**config.mk**
```make
export PLATFORM = sky130hd
export DESIGN_NAME = dma_win_xlat
export DESIGN_NICKNAME = d
export VERILOG_FILES = /design/src/rtl/dwx_pkg.sv /design/src/rtl/dwx_csr.sv /design/src/rtl/dwx_match.sv /design/src/rtl/dma_win_xlat.sv
export SDC_FILE = /design/constraint.sdc
export NUM_CORES = 1
export LEC_CHECK = 0
export CAP_MARGIN = 20
export CORE_ASPECT_RATIO = 0.5
export CORE_UTILIZATION = 55
export CTS_CLUSTER_DIAMETER = 150
export DETAILED_ROUTE_END_ITERATION = 10
export GPL_TIMING_DRIVEN = 0
export PLACE_DENSITY = 0.81
export SLEW_MARGIN = 25
export SYNTH_ARGS = -nofsm -noshare
export SYNTH_HDL_FRONTEND = slang
export SYNTH_SLANG_ARGS = --single-unit
```
**constraint.sdc**
```tcl
create_clock -name clk_i -period 4.9 [get_ports clk_i]
set_input_delay 0.98 -clock clk_i [delete_from_list [all_inputs] [get_ports clk_i]]
set_output_delay 0.98 -clock clk_i [all_outputs]
set_load 0.005 [all_outputs]
```
**src/rtl/dwx_pkg.sv**
```systemverilog
package dwx_pkg;
  localparam int PCI_W  = 32;
  localparam int PA_W   = 35;
  localparam int PTE_W  = 64;
  localparam int WIN_LSB = 20;               // minimum window = 1 MB
  localparam int TB_LSB  = 10;               // page-entry table alignment
  localparam int PG_LSB  = 13;               // 8 KB pages
  localparam int WF_W   = PCI_W - WIN_LSB;   // compared address bits
  localparam int TB_W   = PA_W - TB_LSB;     // stored translated-base bits
  localparam int HI_W   = PA_W - WIN_LSB;    // direct-mode upper bits

  localparam logic [WIN_LSB-1:0] SG_IDX_MASK = 20'hFE000; // bits 19:13
  localparam logic [PCI_W-1:0]   HOLE_LO = 32'h0008_0000;
  localparam logic [PCI_W-1:0]   HOLE_HI = 32'h000F_FFFF;
  localparam int HOLE_BIT = 5;
  localparam int EN_BIT   = 0;
  localparam int SG_BIT   = 1;

  localparam logic [1:0] K_BASE  = 2'd0;
  localparam logic [1:0] K_MASK  = 2'd1;
  localparam logic [1:0] K_TBASE = 2'd2;
  localparam logic [1:0] K_CTRL  = 2'd3;

  typedef struct packed {
    logic [WF_W-1:0] addr;
    logic            sg;
    logic            en;
  } win_base_t;

  typedef struct packed {
    win_base_t       base;
    logic [WF_W-1:0] mask;
    logic [TB_W-1:0] tbase;   // physical bits 34:10
  } win_cfg_t;

  typedef enum logic [1:0] {ST_IDLE, ST_ISSUE, ST_WAIT} xl_state_t;
endpackage

```
**src/rtl/dwx_csr.sv**
```systemverilog
module dwx_csr
  import dwx_pkg::*;
#(
  parameter int N_WIN = 4
) (
  input  logic                       clk_i,
  input  logic                       rst_ni,
  input  logic                       we_i,
  input  logic [$clog2(N_WIN)+1:0]   addr_i,
  input  logic [PA_W-1:0]            wdata_i,
  output win_cfg_t [N_WIN-1:0]       cfg_o,
  output logic                       hole_en_o
);
  localparam int IW = $clog2(N_WIN);

  logic [1:0]    kind;
  logic [IW-1:0] widx;
  assign kind = addr_i[1:0];
  assign widx = addr_i[IW+1:2];

  logic unused_wdata;
  assign unused_wdata = ^{wdata_i[9:6], wdata_i[4:2]};

  for (genvar g = 0; g < N_WIN; g++) begin : g_win
    always_ff @(posedge clk_i or negedge rst_ni) begin
      if (!rst_ni) begin
        cfg_o[g] <= '0;
      end else if (we_i && widx == IW'(g)) begin
        case (kind)
          K_BASE: begin
            cfg_o[g].base.addr <= wdata_i[PCI_W-1:WIN_LSB];
            cfg_o[g].base.sg   <= wdata_i[SG_BIT];
            cfg_o[g].base.en   <= wdata_i[EN_BIT];
          end
          K_MASK:  cfg_o[g].mask  <= wdata_i[PCI_W-1:WIN_LSB];
          K_TBASE: cfg_o[g].tbase <= wdata_i[PA_W-1:TB_LSB];
          default: ;
        endcase
      end
    end
  end

  always_ff @(posedge clk_i or negedge rst_ni) begin
    if (!rst_ni)                       hole_en_o <= 1'b0;
    else if (we_i && kind == K_CTRL)   hole_en_o <= wdata_i[HOLE_BIT];
  end

  // control write lands regardless of window index bits
  p_ctrl_write_r11: assert property (@(posedge clk_i) disable iff (!rst_ni)
    (we_i && kind == K_CTRL) |=> (hole_en_o == $past(wdata_i[HOLE_BIT])));
endmodule

```
**src/rtl/dwx_match.sv**
```systemverilog
module dwx_match
  import dwx_pkg::*;
#(
  parameter int N_WIN = 4
) (
  input  win_cfg_t [N_WIN-1:0] cfg_i,
  input  logic                 hole_en_i,
  input  logic [PCI_W-1:0]     addr_i,
  output logic                 hit_o,
  output logic                 sg_o,
  output logic [PA_W-1:0]      dm_pa_o,
  output logic [PA_W-1:0]      pte_addr_o
);
  localparam int IW = $clog2(N_WIN);

  logic [N_WIN-1:0] win_hit;
  logic             in_hole;
  logic [IW-1:0]    sel;
  win_cfg_t         sc;

  for (genvar g = 0; g < N_WIN; g++) begin : g_cmp
    assign win_hit[g] = cfg_i[g].base.en &&
      (((addr_i[PCI_W-1:WIN_LSB] ^ cfg_i[g].base.addr) & ~cfg_i[g].mask) == '0);
  end

  assign in_hole = hole_en_i && (addr_i >= HOLE_LO) && (addr_i <= HOLE_HI);

  // lowest index wins: scan downward so the last write is the lowest hit
  always_comb begin
    sel = '0;
    for (int i = N_WIN - 1; i >= 0; i--) begin
      if (win_hit[i]) sel = IW'(i);
    end
  end

  assign sc    = cfg_i[sel];
  assign hit_o = (|win_hit) && !in_hole;
  assign sg_o  = sc.base.sg;

  logic [HI_W-1:0]  tb_hi, msk_x, adr_x;
  logic [PCI_W-1:0] sg_idx;

  assign tb_hi = sc.tbase[TB_W-1:WIN_LSB-TB_LSB];
  assign msk_x = HI_W'(sc.mask);
  assign adr_x = HI_W'(addr_i[PCI_W-1:WIN_LSB]);

  assign dm_pa_o = {(tb_hi & ~msk_x) | (adr_x & msk_x), addr_i[WIN_LSB-1:0]};

  assign sg_idx     = addr_i & {sc.mask, SG_IDX_MASK};
  assign pte_addr_o = {sc.tbase, {TB_LSB{1'b0}}} | PA_W'(sg_idx >> TB_LSB);
endmodule

```
**src/rtl/dma_win_xlat.sv**
```systemverilog
module dma_win_xlat
  import dwx_pkg::*;
#(
  parameter int N_WIN = 4
) (
  input  logic                     clk_i,
  input  logic                     rst_ni,
  input  logic                     csr_we_i,
  input  logic [$clog2(N_WIN)+1:0] csr_addr_i,
  input  logic [PA_W-1:0]          csr_wdata_i,
  input  logic                     req_valid_i,
  input  logic [PCI_W-1:0]         req_addr_i,
  output logic                     req_ready_o,
  output logic                     res_valid_o,
  output logic                     res_hit_o,
  output logic [PA_W-1:0]          res_addr_o,
  output logic                     mem_req_o,
  output logic [PA_W-1:0]          mem_addr_o,
  input  logic                     mem_rsp_valid_i,
  input  logic [PTE_W-1:0]         mem_rdata_i
);
  win_cfg_t [N_WIN-1:0] cfg;
  logic                 hole_en;
  logic                 hit, sg;
  logic [PA_W-1:0]      dm_pa, pte_addr;

  dwx_csr #(.N_WIN(N_WIN)) u_csr (
    .clk_i, .rst_ni,
    .we_i(csr_we_i), .addr_i(csr_addr_i), .wdata_i(csr_wdata_i),
    .cfg_o(cfg), .hole_en_o(hole_en)
  );

  dwx_match #(.N_WIN(N_WIN)) u_match (
    .cfg_i(cfg), .hole_en_i(hole_en), .addr_i(req_addr_i),
    .hit_o(hit), .sg_o(sg), .dm_pa_o(dm_pa), .pte_addr_o(pte_addr)
  );

  xl_state_t         st_q;
  logic [PG_LSB-1:0] pg_off_q;
  logic              accept;

  logic unused_pte;
  assign unused_pte = ^mem_rdata_i[PTE_W-1:PA_W-PG_LSB+1+PG_LSB-12];

  assign accept      = req_valid_i && req_ready_o;
  assign req_ready_o = (st_q == ST_IDLE);
  assign mem_req_o   = (st_q == ST_ISSUE);

  always_ff @(posedge clk_i or negedge rst_ni) begin
    if (!rst_ni) begin
      st_q        <= ST_IDLE;
      res_valid_o <= 1'b0;
      res_hit_o   <= 1'b0;
      res_addr_o  <= '0;
      mem_addr_o  <= '0;
      pg_off_q    <= '0;
    end else begin
      res_valid_o <= 1'b0;
      case (st_q)
        ST_IDLE: if (accept) begin
          if (hit && sg) begin
            st_q       <= ST_ISSUE;
            mem_addr_o <= pte_addr;
            pg_off_q   <= req_addr_i[PG_LSB-1:0];
          end else begin
            res_valid_o <= 1'b1;
            res_hit_o   <= hit;
            res_addr_o  <= hit ? dm_pa : '0;
          end
        end
        default: begin
          if (mem_rsp_valid_i) begin
            st_q        <= ST_IDLE;
            res_valid_o <= 1'b1;
            res_hit_o   <= mem_rdata_i[0];
            // entry << 12 limited to bits 34:13 equals entry bits 22:1
            res_addr_o  <= mem_rdata_i[0] ?
                           {mem_rdata_i[PA_W-PG_LSB:1], pg_off_q} : '0;
          end else begin
            st_q <= ST_WAIT;
          end
        end
      endcase
    end
  end

  p_miss_zero_r2: assert property (@(posedge clk_i) disable iff (!rst_ni)
    (res_valid_o && !res_hit_o) |-> (res_addr_o == '0));

  p_quick_result_r5: assert property (@(posedge clk_i) disable iff (!rst_ni)
    accept |=> (res_valid_o ^ mem_req_o));

  p_one_cycle_read_r6: assert property (@(posedge clk_i) disable iff (!rst_ni)
    mem_req_o |=> !mem_req_o);

  p_rsp_to_result_r7: assert property (@(posedge clk_i) disable iff (!rst_ni)
    (!req_ready_o && mem_rsp_valid_i) |=> (res_valid_o && req_ready_o));

  p_busy_blocks_r9: assert property (@(posedge clk_i) disable iff (!rst_ni)
    mem_req_o |-> (!req_ready_o && !res_valid_o));
endmodule

```
== Yosys cells after proc, flatten, opt, wreduce, memory -nomap -nowiden ==
Index checks and enable logic that the tools add are counted.
Operators by class
  add/subtract/negate cells: 0
  $mul: 0
  div/mod/pow operators: 0
  $lt $le $gt $ge: 3
  eq/ne operators: 10
  shift operators: 0
  mux-type cells: 24
  bitwise operators: 18
  reduce and logical (&&, ||, !) cells: 39
Operators by type and width (number)
  2-to-1 mux 35 bit: 6
  binary-select mux 51 bit (select 2 bit): 1
  AND 12 bit: 5
  zero test 12 bit: 4
  NOT 12 bit: 4
  bitwise XOR 12 bit: 4
  2-to-1 mux 39 bit: 1
  OR 35 x 22 -> 35 bit: 1
  AND 32 bit: 1
  greater-or-equal comparator 32 x 20 -> 1 bit, second input constant: 1
  <= comparator 32 x 20 -> 1 bit, second input constant: 1
  AND reduction 2 bit: 13
  2-to-1 mux 2 bit: 8
  AND 15 bit: 1
  NOT 12 -> 15 bit: 1
  OR 15 bit: 1
  logical AND 1 bit: 14
  equality test 2 bit, second input constant: 4
  2-to-1 mux 1 bit: 8
  equality test 2 x 1 -> 1 bit, second input constant: 3
  zero test 2 bit: 3
  AND reduction 3 bit: 2
  inequality test 2 x 1 -> 1 bit, second input constant: 2
  OR reduction 4 bit: 1
  other kinds (4): 4
Word-level totals
  flip-flop bits (word level): 292
  latch bits: 0
  bits in writable memories: 0
  memory bits (read-only): 0
  bits of input ports: 140
  logic and storage cells: 121
  memories kept: 0

== Logic depth before layout (Yosys ltp) ==
Gate-level depths: netlist (run 1).
  word-level depth: 17
  mapped depth: 12

== Modules after synthesis ==
From an unflattened synthesis (run 1), not the netlist that was laid out.
Unflattened totals
  cells, all modules: 963
  area, all modules: 13919.6 µm²
By module, submodules not included
  dwx_csr: times used 1, cells each 462, area each 7905.1 µm²
  dma_win_xlat: times used 1, cells each 233, area each 3629.7 µm²
  dwx_match: times used 1, cells each 268, area each 2384.8 µm²

== Worst setup path after synthesis (run 1) ==
OpenSTA, ideal clock, no wires.
  kind: in2reg
  start: input port req_addr_i[29]
  end: register res_addr_o[30]
  library setup time: 142 ps
  arrival: 3409 ps
  required time: 4758 ps
  path slack: 1349 ps
  stages on the path: 10
  path buffers: 2
  cell sequence: clkbuf_1 > xnor2_1 > o22ai_1 > or4_1 > o211a_1 > o21ai_1 > buf_2 > mux2_2 > o2111ai_1 > a41oi_1
Between the ends
  cells in the longest elaborated chain, start to end: 17
  elaborated cells on any way between the ends: 40
  classes of those cells: 2 x order compare; 1 x eq/ne; 10 x mux; 12 x bitwise; 15 x reduce/logical
Ends and longest elaborated chain
  start, declared: RTL line dma_win_xlat.sv:12  | input logic [PCI_W-1:0] req_addr_i,
  bitwise XOR 12 bit: RTL line dwx_match.sv:23  | (((addr_i[PCI_W-1:WIN_LSB] ^ cfg_i[g].base.addr) & ~cfg_i[g].mask) == '0);
  AND 12 bit: RTL line dwx_match.sv:23
  zero test 12 bit: RTL line dwx_match.sv:23
  logical AND 1 bit: RTL line dwx_match.sv:22  | assign win_hit[g] = cfg_i[g].base.en &&
  2-to-1 mux 2 bit (4 in a row): RTL line dwx_match.sv:32  | if (win_hit[i]) sel = IW'(i);
  binary-select mux 51 bit (select 2 bit): RTL line dwx_match.sv:36  | assign sc = cfg_i[sel];
  2-to-1 mux 39 bit (implied by the code): RTL line dwx_match.sv:36
  NOT 12 -> 15 bit: RTL line dwx_match.sv:47  | assign dm_pa_o = {(tb_hi & ~msk_x) | (adr_x & msk_x), addr_i[WIN_LSB-1:0]};
  AND 15 bit: RTL line dwx_match.sv:47
  OR 15 bit: RTL line dwx_match.sv:47
  2-to-1 mux 35 bit: RTL line dma_win_xlat.sv:68  | res_addr_o <= hit ? dm_pa : '0;
  2-to-1 mux 35 bit: RTL line dma_win_xlat.sv:61  | if (hit && sg) begin
  2-to-1 mux 35 bit: RTL line dma_win_xlat.sv:60  | ST_IDLE: if (accept) begin
  2-to-1 mux 35 bit: RTL line dma_win_xlat.sv:59  | case (st_q)
  end signal, assigned: RTL line dma_win_xlat.sv:68
  end signal, assigned: RTL line dma_win_xlat.sv:77  | res_addr_o <= mem_rdata_i[0] ?
  end, declared: RTL line dma_win_xlat.sv:16  | output logic [PA_W-1:0] res_addr_o,
Several ways; a longest one is shown, not always the timed one. The select of a mux whose other input is x is not followed.
A chain may end at the register's enable or synchronous reset.

== Worst setup path in the final report (run 1) ==
  start: input port req_addr_i[27]
  end: register res_addr_o[34]
Between the ends
  cells in the longest elaborated chain, start to end: 16
  elaborated cells on any way between the ends: 38
  classes of those cells: 2 x order compare; 1 x eq/ne; 10 x mux; 10 x bitwise; 15 x reduce/logical
Ends and longest elaborated chain (RTL line)
  bitwise XOR 12 bit: dwx_match.sv:23
  AND 12 bit: dwx_match.sv:23
  zero test 12 bit: dwx_match.sv:23
  logical AND 1 bit: dwx_match.sv:22
  2-to-1 mux 2 bit (4 in a row): dwx_match.sv:32
  binary-select mux 51 bit (select 2 bit): dwx_match.sv:36
  2-to-1 mux 39 bit (implied by the code): dwx_match.sv:36
  AND 15 bit: dwx_match.sv:47
  OR 15 bit: dwx_match.sv:47
  2-to-1 mux 35 bit: dma_win_xlat.sv:68
  2-to-1 mux 35 bit: dma_win_xlat.sv:61
  2-to-1 mux 35 bit: dma_win_xlat.sv:60
  2-to-1 mux 35 bit: dma_win_xlat.sv:59
Several ways; a longest one is shown, not always the timed one. The select of a mux whose other input is x is not followed.

==> results.py, run 1 <==
metrics = {
    "sta": {
        "fin_skew_ns": 0.01774,
        "setup_viol": 0,
        "fmax_mhz": 229.0,
        "hold_viol_final": 0,
        "period_needed_ns": 4.366,
        "rsz0062_at_grt": "no",
        "final.setup.tns_ns": 0,
        "fin_ws_ns": 0.5337,
        "worst_pin_slew_ns": 0.9867,
        "maxSlewViolCount": 0,
        "finalCritPeriodShare": 0.8911,
        "relSlewSlack": 0.3422,
    },
    "route": {
        "drt-initial-drc-count": 1086,
        "vias": 10495,
        "wl_per_cell_microns": 24.46,
        "wl_microns": 41070,
        "firstDrtPassIters": 7,
        "vias_per_cell": 6.251,
        "antenna_left": 0,
        "drc": 0,
    },
    "clocking": {
        "clk_latency_ns": 0.56,
        "root_buffer": "clkbuf_16",
        "cts_hold_buf": 0,
        "clockBufferDepth": 3,
        "cts.repair.resized": 0,
        "cts_num_sinks": 289,
        "post-cts-setup-buffers": 0,
        "cts_tree": "yes",
        "cts-buffers-inserted": 26,
        "h-tree-depth": 1,
        "clkTransAtPathRegs_ns": 0.07,
    },
    "worst_setup_path": {
        "crit_path_frequent_cell": "clkbuf_1",
        "cp.arrival_ns": 4.82,
        "critPathLaunchType": "input pin",
        "path_max_fanout": 10,
        "r2r_cells": 9,
        "path_cells": "clkbuf_1, xnor2_1, o22ai_1, nor4_1, nand2_1, a211oi_4, clkbuf_1, clkbuf_1, o211ai_1, a31oi_1",
        "crit_required_ns": 5.36,
        "slowest_stage": "nor4_1",
        "criticalPathCategory": "input pin to flop",
        "cp_slowest_stage_delay_ns": 0.56,
        "cp-end-kind": "flop",
    },
    "place": {
        "postPlaceCellArea_sq_um": 15870,
        "globalplace.congestion": 0.9487,
        "dp_hpwl_microns": 30430,
        "dp.cells": 1632,
        "io_buffers": 150,
        "pre_cts_ws_ns": 0.3615,
    },
    "min_path": {
        "hold_class": "input pin to async pin",
    },
    "synth": {
        "ys_ff_latch": 289,
        "syn_inst": 1141,
        "yosysSeqAreaShare": 0.5222,
        "synthFlopType": "dfrtp_1",
        "yosys.area.top_type": "dfrtp_1",
        "synth_top_area_frac": 0.5222,
        "synth_area_leaders": "dfrtp_1 52%, mux2_2 19%, nand2_1 3.2%, xnor2_1 2.9%, mux2i_1 2.4%",
        "syn-mean-instance-area_sq_um": 12.14,
        "synth-edff-count": 0,
        "ys_types": 62,
        "yosysWarnings": 0,
        "synthArstFlopShare": 1.000,
        "synthesis.area_sq_um": 13850,
    },
    "finish": {
        "finalInstanceArea_sq_um": 16740,
        "layout_common_cells": "289 x dfrtp_1, 236 x mux2_2, 149 x clkdlybuf4s50_1",
        "fin_nets": 1464,
        "final_cells": 1679,
        "final_common_cell": "dfrtp_1",
        "drive_gt1_frac": 0.2606,
        "area_growth_pct": 20.84,
        "diodes": 0,
    },
    "power": {
        "irDropWorstVdd_uv": 210.3,
        "power_per_cell_area_nw_per_um2": 397.4,
        "power.leakage_nw": 7.160,
    },
    "floorplan": {
        "die_height_microns": 114.2,
        "io_pins": 214,
        "row_count": 40,
        "die_w_microns": 226.4,
        "die_area_sq_um": 25860,
        "start_util": 0.5682,
        "fp.coreArea_sq_um": 24370,
    },
    "job": {
        "maxCapViolations": 0,
    },
    "grt": {
        "grt_pass1_vias": 10605,
        "grt_use_total": 0.3234,
        "grt_max_degree": 98,
        "grt_pass1_wl_microns": 62200,
        "grt.overflow.total": 0,
        "antenna_found_initial": 0,
    },
    "run_status": {
        "status": "complete, no violations",
    },
}
==> worst paths after layout <==
check	from	to	slack, ns
setup / recovery	req_addr_i[27]	res_addr_o[34]$_DFFE_PN0P_	0.53
hold / removal	rst_ni	u_csr.cfg_o[192]$_DFFE_PN0P_	0.26
setup reg to reg	u_csr.cfg_o[192]$_DFFE_PN0P_	res_addr_o[34]$_DFFE_PN0P_	0.97
hold reg to reg	mem_addr_o[27]$_DFFE_PN0P_	mem_addr_o[27]$_DFFE_PN0P_	0.47
max in group asynchronous	rst_ni	mem_addr_o[7]$_DFFE_PN0P_	3.09
min in group clk_i	mem_addr_o[27]$_DFFE_PN0P_	mem_addr_o[27]$_DFFE_PN0P_	0.47
==> per-layer routing <==
| layer | vias to the layer above | wire [microns] | global-route usage |
|---|---|---|---|
| met4 | 0 | 1247 | 0.09955 |
| met1 | 5332 | 17700 | 0.4524 |
| met5 | - | 0 | 0 |
| li1 | 4514 | - | - |
| met2 | 543 | 18200 | 0.4951 |
| met3 | 106 | 3925 | 0.08648 |
==> power by group <==
group          leakage, nW  internal (mW)  switching, mW
Sequential            3.66           2.85          0.354
Clock                0.442           1.17          0.912
Combinational         3.06          0.747          0.615
Total                 7.16           4.77           1.88
==> kinds of logic after synthesis <==
| kind of cell | after synthesis | synth area share |
|---|---|---|
| xor+xnor | 48 | 0.03144 |
| mux | 282 | 0.2298 |
| compound gates | 190 | 0.1067 |
| other cells | 1 | 0.0002708 |
| buf+inv | 108 | 0.03704 |
| simple gates | 223 | 0.07254 |
| flops | 289 | 0.5222 |
==> per-stage QoR <==
stage / hold slack (ns) / util / power (mW)
finish: 0.2604 / 0.6867 / 6.651
global route: 0.2711 / 0.6867 / 6.895
CTS: 0.2617 / 0.6867 / 6.626
detailed placement: 0.4614 / 0.6510 / 4.570
global placement: 0.4597 / 0.6474 / 4.483
floorplan: 0.4466 / - / 3.954
==> flip-flops by register name, indices dropped and copies added, names as in the netlist <==
name / count
u_csr.cfg_o: 204
u_csr.hole_en_o: 1
res_hit_o: 1
pg_off_q: 13
mem_addr_o: 32
res_valid_o: 1
st_q: 2
res_addr_o: 35
==> synth_stat cells (13+ instances only) <==
cell type / instances
and2_1: 13
o2111ai_1: 13
dfrtp_1: 289
a22o_1: 20
nor2_1: 30
mux2_4: 13
o221ai_1: 13
mux2_2: 236
nor3_1: 25
xnor2_1: 46
o211ai_1: 15
buf_2: 26
inv_1: 13
nand2_1: 119
a21oi_1: 30
mux2i_1: 33
clkbuf_1: 53
o22ai_1: 17
==> critical path: cells and delay by family <==
| kind | cells | cell delay [ns] |
|---|---|---|
| compound gates | 4 | 1.16 |
| xor+xnor | 1 | 0.23 |
| buf+inv | 3 | 1.44 |
| simple gates | 2 | 1.00 |
==> layout make-up <==
type / instances / area, sq um
clock inverters: 7 / 35.03
repair buffers: 153 / 1589
clock buffers: 40 / 834.6
flip-flops and latches: 289 / 7232
inverters: 14 / 52.55
well taps: 336 / 420.4
plain buffers: 94 / 460.4
multi-input cells: 746 / 6112
fillers: 1738 / 7637
Note: power is estimated with default switching activity, not from simulation.
==> inputs of run 2 (changes only) <==
CORE_UTILIZATION = 49   (was 55)
PLACE_DENSITY = 0.77   (was 0.81)
clock period = 3.8 ns   (was 4.9 ns; I/O delays follow)
==> run 2 against run 1 <==
Effect of this change: combinational power rose by 29%; via count fell by 0.30%; setup slack got worse by 0.43 ns; first-iteration DRC count fell by 11%; total power rose by 28%; sequential share of layout area fell by 0.080 points; routed wire length rose by 4.0%; final area rose by 0.19%; largest cell class unchanged.
==> results.py, run 2 (same netlist as run 1, synthesis figures left out) <==
metrics = {
    "floorplan": {
        "fp.coreArea_sq_um": 27760,
        "die_height_microns": 120.9,
        "die_w_microns": 239.8,
        "row_count": 43,
        "io_pins": 214,
        "start_util": 0.4989,
        "die_area_sq_um": 28980,
    },
    "sta": {
        "worst_pin_slew_ns": 0.9818,
        "fin_hold_ws_ns": 0.1399,
        "maxSlewViolCount": 0,
        "finalCritPeriodShare": 0.9723,
        "rsz0062_at_grt": "no",
        "setup_viol": 0,
        "fin_skew_ns": 0.01725,
        "fmax_mhz": 270.6,
        "period_needed_ns": 3.695,
        "relSlewSlack": 0.3431,
        "final.setup.tns_ns": 0,
        "hold_viol_final": 0,
    },
    "finish": {
        "fill_cells": 2199,
        "final_common_cell": "dfrtp_1",
        "seq_area_sq_um": 7232,
        "drive_gt1_frac": 0.2625,
        "multi_input_area_sq_um": 6121,
        "finalInstanceArea_sq_um": 16770,
        "layout_common_cells": "289 x dfrtp_1, 236 x mux2_2, 149 x clkdlybuf4s50_1",
        "fin_nets": 1465,
        "reg_top3": "u_csr.cfg_o x204, res_addr_o x35, mem_addr_o x32",
        "largest_reg_flops": 204,
        "area_growth_pct": 21.07,
        "largest-register": "u_csr.cfg_o",
    },
    "min_path": {
        "hold_class": "input pin to async pin",
    },
    "power": {
        "power_per_cell_area_nw_per_um2": 506.3,
        "power.leakage_nw": 7.151,
        "irDropWorstVdd_uv": 329.6,
    },
    "worst_setup_path": {
        "crit_required_ns": 4.19,
        "path_max_fanout": 10,
        "critPathLaunchType": "input pin",
        "path_cells": "buf_2, xnor2_1, o22ai_1, nor4_1, nand2_1, a211oi_4, clkbuf_1, nor3_1, o31ai_1, a41oi_1",
        "criticalPathCategory": "input pin to flop",
        "cp.arrival_ns": 4.08,
        "cp_slowest_stage_delay_ns": 0.56,
        "slowest_stage": "o31ai_1",
        "cp-end-kind": "flop",
    },
    "grt": {
        "top_usage_layer": "met2",
        "met1_usage": 0.4065,
        "grt_pass1_wl_microns": 64300,
        "grt_max_degree": 96,
        "grtUsageMet2": 0.4696,
        "grt_pass1_vias": 10709,
        "grt.overflow.total": 0,
        "grt_use_total": 0.3011,
        "grtUsageMet3": 0.08030,
        "antenna_found_initial": 2,
    },
    "clocking": {
        "cts_hold_buf": 0,
        "clk_latency_ns": 0.56,
        "cts-buffers-inserted": 27,
        "cts_tree": "yes",
        "root_buffer": "clkbuf_16",
        "post-cts-setup-buffers": 0,
        "cts_num_sinks": 289,
        "h-tree-depth": 1,
        "clockBufferDepth": 3,
        "clkTransAtPathRegs_ns": 0.06,
    },
    "place": {
        "postPlaceCellArea_sq_um": 15920,
        "dp_hpwl_microns": 31980,
        "io_buffers": 150,
        "globalplace.congestion": 0.9354,
    },
    "route": {
        "antenna_left": 0,
        "wl_per_cell_microns": 24.73,
        "drc": 0,
        "vias": 10463,
        "wl_microns": 42730,
        "drt-initial-drc-count": 969,
        "firstDrtPassIters": 5,
        "vias_per_cell": 6.055,
    },
    "run_status": {
        "status": "complete, no violations",
    },
    "job": {
        "maxCapViolations": 0,
    },
}
## run 2: cell types whose count changed in the layout (fill, tap and decap cells not counted)
cell	before	now
nand2_1	119	118
clkinv_4	0	1
clkbuf_8	11	2
clkbuf_2	0	6
a221oi_2	0	1
a221oi_1	10	9
clkbuf_1	55	56
clkinv_2	7	8
nand2_2	0	1
diode_2	0	1
bufinv_16	0	1
inv_6	0	1
## run 2: layout make-up
cell class | instances | area share
multi-input cells | 746 | 0.3650
repair buffers | 153 | 0.09477
flip-flops and latches | 289 | 0.4313
diodes | 1 | 0.0001492
clock buffers | 38 | 0.04395
well taps | 382 | 0.02851
inverters | 14 | 0.003134
clock inverters | 11 | 0.005224
plain buffers | 94 | 0.02791
## run 2: stage by stage
stage / util / setup WS (ns) / total power [mW] / cells
final: 0.6040 / 0.1052 / 8.489 / 1728
after detailed placement: 0.5736 / -0.6560 / 5.908 / 1678
after CTS: 0.6036 / 0.04253 / 8.499 / 1727
after global placement: 0.5704 / -9.906 / 5.798 / 1675
after floorplan: - / 0.4690 / 5.099 / 1143
after global routing: 0.6040 / 0.02824 / 8.852 / 1728
## run 2: power by group
group | total [mW] | switching, mW | leakage (nW) | internal, mW
Sequential | 4.14 | 0.459 | 3.66 | 3.68
Clock | 2.60 | 1.18 | 0.412 | 1.42
Combinational | 1.75 | 0.785 | 3.08 | 0.964
Total | 8.49 | 2.42 | 7.15 | 6.07
## run 2: metal layers
layer / up-vias / share of wire
li1: 4513 / -
met1: 5386 / 0.43
met2: 478 / 0.45
met3: 86 / 0.092
met4: 0 / 0.036
met5: - / 0
## run 2: worst paths after layout
| kind | slack [ns] | to | start | cells past startpoint |
|---|---|---|---|---|
| worst min register to register | 0.47 | mem_addr_o[9]$_DFFE_PN0P_ | mem_addr_o[9]$_DFFE_PN0P_ | 2 |
| worst max register to register | 0.19 | res_addr_o[23]$_DFFE_PN0P_ | u_csr.cfg_o[101]$_DFFE_PN0P_ | 10 |
| worst min-delay path | 0.14 | u_csr.cfg_o[178]$_DFFE_PN0P_ | rst_ni | 1 |
| worst max-delay path | 0.11 | res_addr_o[23]$_DFFE_PN0P_ | req_addr_i[20] | 10 |
| min in group clk_i | 0.47 | mem_addr_o[9]$_DFFE_PN0P_ | mem_addr_o[9]$_DFFE_PN0P_ | 2 |
| max in group asynchronous | 2.39 | u_csr.cfg_o[102]$_DFFE_PN0P_ | rst_ni | 3 |
## run 2: critical path: cells and delay by family
family	cells	cell delay [ns]
compound gates	4	1.40
xor+xnor	1	0.17
buf+inv	2	0.71
simple gates	3	1.02
## run 2: repair_timing
item / 4_1_cts / 5_1_grt
setup endpoints to repair: 2 / 22
resized for setup: 3 / 9
hold endpoints to repair: 0 / 0
